## config.mk

```make
export PLATFORM = sky130hd
export DESIGN_NAME = osd_pixel_colour
export DESIGN_NICKNAME = d
export VERILOG_FILES = /design/src/rtl/osd_pixel_colour.sv
export SDC_FILE = /design/constraint.sdc
export NUM_CORES = 1
export LEC_CHECK = 0
export BUFFER_PORTS_ARGS = -buffer_cell sky130_fd_sc_hd__buf_2
export CAP_MARGIN = 20
export CORE_AREA = 2 2 56 58
export CTS_BUF_LIST = sky130_fd_sc_hd__clkbuf_16
export CTS_CLUSTER_DIAMETER = 80
export CTS_CLUSTER_SIZE = 10
export DETAILED_ROUTE_END_ITERATION = 6
export DIE_AREA = 0 0 58 60
export MAX_ROUTING_LAYER = met4
export PLACE_DENSITY = 0.88
export SLEW_MARGIN = 30
export SYNTH_ARGS = -nofsm -noshare
export SYNTH_HDL_FRONTEND = slang
export SYNTH_SLANG_ARGS = --single-unit
```

## constraint.sdc

```tcl
create_clock -name clk -period 5.26 [get_ports clk]
set_input_delay 0.789 -clock clk [delete_from_list [all_inputs] [get_ports clk]]
set_output_delay 0.789 -clock clk [all_outputs]
set_load 0.01 [all_outputs]
```

## src/rtl/osd_pixel_colour.sv

```systemverilog
module osd_pixel_colour #(
  parameter int FIELDS_50 = 50,
  parameter int FIELDS_60 = 60
) (
  input  logic       clk,
  input  logic       rst_n,
  input  logic       field_tick,
  input  logic [1:0] pix_class,
  input  logic [11:0] char_word,
  input  logic       row_show,
  input  logic       row_border,
  input  logic       disp_on,
  input  logic       full_page,
  input  logic       fp_video,
  input  logic       bg_kill,
  input  logic       collapse,
  input  logic       blink_fast,
  input  logic [1:0] blink_duty,
  input  logic       std_50hz,
  input  logic [2:0] scr_col,
  input  logic [2:0] brd_col,
  input  logic [2:0] cbg_col,
  output logic [2:0] rgb,
  output logic       fblank,
  output logic       char_act,
  output logic       video_sel
);
  localparam int CW = $clog2(FIELDS_60 + 1);
  localparam logic [1:0] PG = 2'd0, CB = 2'd1, BD = 2'd2, FG = 2'd3;

  logic [CW-1:0] fcnt, period, base;
  logic [CW+1:0] lim;
  logic [2:0]    k;
  logic          phase_on, bg_en, shown;
  logic [1:0]    cls;
  logic [2:0]    ccol, n_rgb;
  logic          n_fb, n_act, n_vid;

  assign base   = std_50hz ? CW'(FIELDS_50) : CW'(FIELDS_60);
  assign period = blink_fast ? (base >> 1) : base;
  assign k      = 3'd4 - {1'b0, blink_duty};
  assign lim    = (CW+2)'(period) * (CW+2)'(k);
  assign phase_on = (blink_duty == 2'd0) || ({fcnt, 2'b00} < lim);

  assign shown = disp_on & row_show;
  assign bg_en = char_word[11] & ~bg_kill;
  assign ccol  = char_word[10:8];

  always_comb begin
    cls = shown ? pix_class : PG;
    if (cls == FG && char_word[7] && !phase_on) cls = bg_en ? CB : PG;
    if (cls == BD && !row_border) cls = CB;
    if (cls == CB && !bg_en) cls = PG;
    n_rgb = 3'd0;
    n_fb  = 1'b1;
    n_act = 1'b0;
    n_vid = 1'b0;
    case (cls)
      FG: begin n_rgb = ccol; n_act = 1'b1; end
      BD: n_rgb = collapse ? ccol : brd_col;
      CB: n_rgb = collapse ? ccol : cbg_col;
      default: begin
        if (full_page && !fp_video) n_rgb = scr_col;
        else begin n_fb = 1'b0; n_vid = 1'b1; end
      end
    endcase
  end

  always_ff @(posedge clk) begin
    if (!rst_n) begin
      fcnt      <= '0;
      rgb       <= 3'd0;
      fblank    <= 1'b0;
      char_act  <= 1'b0;
      video_sel <= 1'b1;
    end else begin
      if (field_tick) fcnt <= (fcnt >= period - CW'(1)) ? '0 : fcnt + CW'(1);
      rgb       <= n_rgb;
      fblank    <= n_fb;
      char_act  <= n_act;
      video_sel <= n_vid;
    end
  end
endmodule

```

Yosys cells after proc, flatten, opt, wreduce, memory -nomap -nowiden
Index checks and enable logic that the tools add are counted.

$add $sub $neg: 3. $mul: 1. Order comparisons: 2. Eq/ne operators: 6. Mux-type cells: 17. Bitwise operators: 3. Reductions and logical operators: 12.

Operator list (count): $mux W6 (2); $mux W3 (3); $pmux W3 S3 (1); $eq A2 B2 Y1 const B (4); $lt A8 B8 Y1 (1); $mul A6 B3 Y8 (1); $mux W2 (4); $add A6 B1 Y6 const B (1); $ge A6 B6 Y1 (1); $mux W1 (6); $sub A6 B1 Y6 const B (1); $logic_and A1 B1 Y1 (5); $eq A2 B1 Y1 const B (2); $logic_not A1 Y1 (4); $mux W4 (1); $reduce_or A3 Y1 (1); $sub A3 B2 Y3 const A (1); $and A1 B1 Y1 (2); $logic_not A2 Y1 (1); $logic_or A1 B1 Y1 (1); $not A1 Y1 (1).

Register bits: 12. Bits of input ports: 37.

Longest topological paths before layout
Depth after elaboration: 17. Mapped depth: 18.

Worst setup path before layout
OpenSTA, ideal clock, no wires.

Path type: input to register. From: input blink_duty[0]. To: register rgb[1]. Arrival: 4126 ps. Required time: 5134 ps. Slack: 1007 ps. Stages: 18. Path buffers: 0. Cell sequence: inv_1 > ha_1 > nand2_1 > fa_1 > inv_1 > ha_1 > a21o_1 > a21oi_1 > o21bai_1 > a21oi_1 > xnor2_1 > ha_1 > nand4_1 > nor2_1 > a2111oi_4 > nor2_1 > a41oi_1 > a31oi_1.

Word-level cells in the longest chain between the ends: 15. Elaborated cells on any way between the ends: 18. Classes of those cells: 1 x add/sub; 1 x mul; 1 x order compare; 5 x eq/ne; 4 x mux; 6 x reduce/logical.

RTL lines: start: declaration (RTL line 18) `input logic [1:0] blink_duty,`; $sub A3 B2 Y3 (RTL line 41) `assign k = 3'd4 - {1'b0, blink_duty};`; $mul A6 B3 Y8 (RTL line 42) `assign lim = (CW+2)'(period) * (CW+2)'(k);`; $lt A8 B8 Y1 (RTL line 43) `assign phase_on = (blink_duty == 2'd0) || ({fcnt, 2'b00} < lim);`; $logic_or A1 B1 Y1 (*) (RTL line 43); $logic_not A1 Y1 (*) (RTL line 51) `if (cls == FG && char_word[7] && !phase_on) cls = bg_en ? CB : PG;`; $logic_and A1 B1 Y1 (*) (RTL line 51); $mux W2 (*) (RTL line 51); $eq A2 B2 Y1 (RTL line 52) `if (cls == BD && !row_border) cls = CB;`; $logic_and A1 B1 Y1 (RTL line 52); $mux W2 (*) (RTL line 52); $eq A2 B1 Y1 (RTL line 53) `if (cls == CB && !bg_en) cls = PG;`; $logic_and A1 B1 Y1 (RTL line 53); $mux W2 (*) (RTL line 53); $eq A2 B1 Y1 / $eq A2 B2 Y1 (equally long branches) (RTL line 58) `case (cls)`; $pmux W3 S3 (*) (RTL line 58); end signal: assignment (RTL line 78) `rgb <= n_rgb;`; end: declaration (RTL line 23) `output logic [2:0] rgb,`.

Every way passes the cells marked *; elsewhere a longest branch is shown, timed or not. A chain may end at the register's enable or synchronous reset.

Worst setup path after layout
From: input blink_fast. To: register rgb[1].

Word-level cells in the longest chain between the ends: 15. Elaborated cells on any way between the ends: 17. Classes of those cells: 1 x mul; 1 x order compare; 5 x eq/ne; 5 x mux; 5 x reduce/logical.

RTL lines: start: declaration (RTL line 17) `input logic blink_fast,`; $mux W6 (*) (RTL line 40) `assign period = blink_fast ? (base >> 1) : base;`; $mul A6 B3 Y8 (*) (RTL line 42); $lt A8 B8 Y1 (*) (RTL line 43); $logic_or A1 B1 Y1 (*) (RTL line 43); $logic_not A1 Y1 (*) (RTL line 51); $logic_and A1 B1 Y1 (*) (RTL line 51); $mux W2 (*) (RTL line 51); $eq A2 B2 Y1 (RTL line 52); $logic_and A1 B1 Y1 (RTL line 52); $mux W2 (*) (RTL line 52); $eq A2 B1 Y1 (RTL line 53); $logic_and A1 B1 Y1 (RTL line 53); $mux W2 (*) (RTL line 53); $eq A2 B1 Y1 / $eq A2 B2 Y1 (equally long branches) (RTL line 58); $pmux W3 S3 (*) (RTL line 58).

Marks and branches as above.

==> impl_metrics.tcl <==
set metrics [dict create \
    synth_top_area_share 0.216 \
    p_per_area_nw_per_um2 202 \
    vias_per_cell 5.49 \
    min_period_ps 4560 \
    crit_type "in -> reg" \
    clock_skew_ps 1.67 \
    path_max_fanout 8 \
    reg2reg_from "fcnt[0]" \
    area_growth_pct 19.4 \
    timing.reg2reg.setup_slack_ps 3210 \
    drc 0 \
    switching_share 0.292 \
    cts.clk_slew.worst_paths_ps 40 \
    first_global_vias 1314 \
    outcome "completed" \
    design.portCount 43 \
    timing.rr.end "rgb[1]" \
    postCtsSetupRepairBufs 0 \
    setup_viol 0 \
    combPwrFrac 0.339 \
    core_sq_um 2900 \
    cpPeakStageDelay_ps 540 \
    cp_slowest_cell "fa_1" \
    syn_nets 252 \
    nFillCells 274 \
    cts.repair.resized 0 \
    finalNetCount 289 \
    worstSetupEndpoint "rgb[1]" \
    grt_max_degree 11 \
    ant_nets 0 \
    synth.area.top_cells "ha_1 (22%), dfxtp_1 (17%), fa_1 (6.9%)" \
    clk_latency_ps 230 \
    die_y_um 60 \
    cp-start-kind "input pin" \
    slew_headroom 0.702 \
    switchingPower_uw 102 \
    dp_hpwl_um 2590 \
    gp_congestion 0.864 \
    grt_setup_unrepaired "no" \
    yosysSeqAreaShare 0.166 \
    drt_first_iter_violations 34 \
    cp_cell_sequence "buf_2, inv_1, ha_1, or2b_1, fa_1, inv_1, ha_1, a21o_1, a21oi_1, o21bai_1, a21oi_1, xnor2_1, ha_1, nand4_1, nor2_1, a2111oi_4, nor3_2, o211ai_1, a31oi_1" \
    dr.max_layer_used "met4" \
    pre_cts_ws_ps 513 \
    power_frac_seq 0.281 \
    antennaDiodeCount 0 \
    grt_usage 0.197 \
    io_buffers 35 \
    cts_tree "yes" \
    endpoint_kind "flop" \
    yosys_warnings 0 \
    cts_buffers 3 \
    hold_violations 0 \
    ir_worst_vdd_uv 165 \
    syn_avg_cell_area_sq_um 7.81 \
    yosys.area.top_type "ha_1" \
    routed-wl-met2_um 1650 \
    grt_pass1_wl_um 5280 \
    drt_pass1_iterations 4 \
    ys_types 38 \
    tightest_slew_ps 447 \
    initial_core_util 0.498 \
    critPathRequiredTime_ps 5370 \
    wl_per_cell_um 12.2 \
    routed_wl_um 3080 \
    cts_root_buffer "clkbuf_16" \
    m1WireLength_um 1300 \
    antenna_found_initial 0 \
    path_common_cell "ha_1" \
    power.internal_uw 247 \
    clkPwrFrac 0.380 \
    startpoint "blink_fast" \
    drv_slew 0 \
    p_leak_uw 0.000864 \
    netlist_area_sq_um 1450 \
    vias 1390 \
    hold_path_class "reg -> reg" \
    die_x_um 58 \
    drive_above_1_share 0.191 \
    max_freq_ghz 0.219 \
    ctsHoldBuffers 0 \
    synth-seq-cells 12 \
    syn_inst 185 \
    htreeDepth 1 \
    critPathArrivalTime_ps 4670 \
    cts_buffer_depth 2 \
    fin_crit_sh 0.867 \
    wl_met3_um 117 \
    cts.sinks 12 \
    max-cap-violations 0 \
    fin_tns_setup_ps 0 \
    worstRegToRegCells 6 \
    gr-total-overflow 0 \
    core.rowCount 20 \
    die_area_sq_um 3480 \
    layout_setup_ws_ps 700 \
]
[kinds of logic (layout without fill, tap and decap cells)]
group / after synthesis / after routing / share of synthesized area
and+or+nand+nor: 71 / 71 / 0.237
AOI/OAI and AO/OA: 38 / 38 / 0.191
DFF: 12 / 12 / 0.166
buffers and inverters: 25 / 60 / 0.0649
xor gates and xnor gates: 9 / 9 / 0.0545
adders and majority gates: 30 / 30 / 0.286
[cells in the final DEF, fill, tap and decap left out, drive strengths merged, types with 7 or more instances in the layout]
cell	n
nor2	20
a21oi	7
inv	22
nand2	21
ha	25
buf	35
dfxtp	12
[synth_stat cells (all sizes together)]
| master | count |
|---|---|
| a2111oi | 1 |
| a211o | 1 |
| a211oi | 1 |
| a21o | 6 |
| a21oi | 7 |
| a311o | 1 |
| a31oi | 2 |
| a32oi | 2 |
| a41oi | 1 |
| and2 | 2 |
| and3 | 1 |
| clkbuf | 3 |
| dfxtp | 12 |
| fa | 5 |
| ha | 25 |
| inv | 22 |
| nand2 | 21 |
| nand2b | 6 |
| nand3 | 5 |
| nand3b | 1 |
| nand4 | 3 |
| nand4b | 1 |
| nor2 | 20 |
| nor2b | 6 |
| nor3 | 3 |
| nor4 | 1 |
| o2111ai | 1 |
| o211ai | 4 |
| o21a | 1 |
| o21ai | 6 |
| o21bai | 1 |
| o22ai | 3 |
| or2b | 1 |
| xnor2 | 5 |
| xor2 | 4 |
[sequential cells by signal (all words and copies together) (netlist names)]
| signal | count |
|---|---|
| char_act | 1 |
| fcnt | 6 |
| fblank | 1 |
| video_sel | 1 |
| rgb | 3 |
[worst max-delay path, delay by kind of cell]
family                     cells  cell delay, ps
and+or+nand+nor                4             560
xor gates and xnor gates       1             150
AOI/OAI and AO/OA              7            1490
adders and majority gates      4            1350
buffers and inverters          3             320
[power groups by stage]
stage / Clock [uW] / Sequential, uW / Combinational, uW
after floorplan: 0 / 100 / 83.1
after detailed placement: 0 / 99.7 / 118
final: 133 / 98.0 / 118
after global placement: 0 / 99.5 / 113
after CTS: 135 / 98.2 / 119
after global routing: 140 / 98.6 / 135
[layout make-up]
class	instances	area (sq um)	area share
flip-flops and latches	12	240	0.139
clock buffers	3	75.1	0.0435
repair buffers	35	175	0.102
inverters	22	82.6	0.0479
well taps	33	41.3	0.0239
multi-input cells	148	1110	0.644
[routing by layer]
| layer | track usage | vias up |
|---|---|---|
| li1 | - | 708 |
| met5 | - | - |
| met2 | 0.380 | 35 |
| met4 | 0.0233 | 0 |
| met3 | 0.0390 | 2 |
| met1 | 0.214 | 645 |
[through the flow]
stage / power, uW / area (sq um) / utilization / std cells / hold slack [ps]
6_report: 349 / 1730 / 0.594 / 253 / 543
5_1_grt: 374 / 1730 / 0.594 / 253 / 596
4_1_cts: 352 / 1730 / 0.594 / 253 / 545
3_5_place_dp: 218 / 1650 / 0.569 / 250 / 535
3_3_place_gp: 213 / 1650 / 0.569 / 250 / 533
2_1_floorplan: 183 / 1450 / - / 185 / 496
[worst min path at each step]
stage,startpoint,end,cells past startpoint
4_1_cts,fcnt[1],fcnt[1],2
3_3_place_gp,fcnt[1],fcnt[1],2
6_report,fcnt[1],fcnt[1],2
2_1_floorplan,fcnt[1],fcnt[1],2
5_1_grt,fcnt[1],fcnt[1],2
3_5_place_dp,fcnt[1],fcnt[1],2
Power figures use the tool's default switching activity.
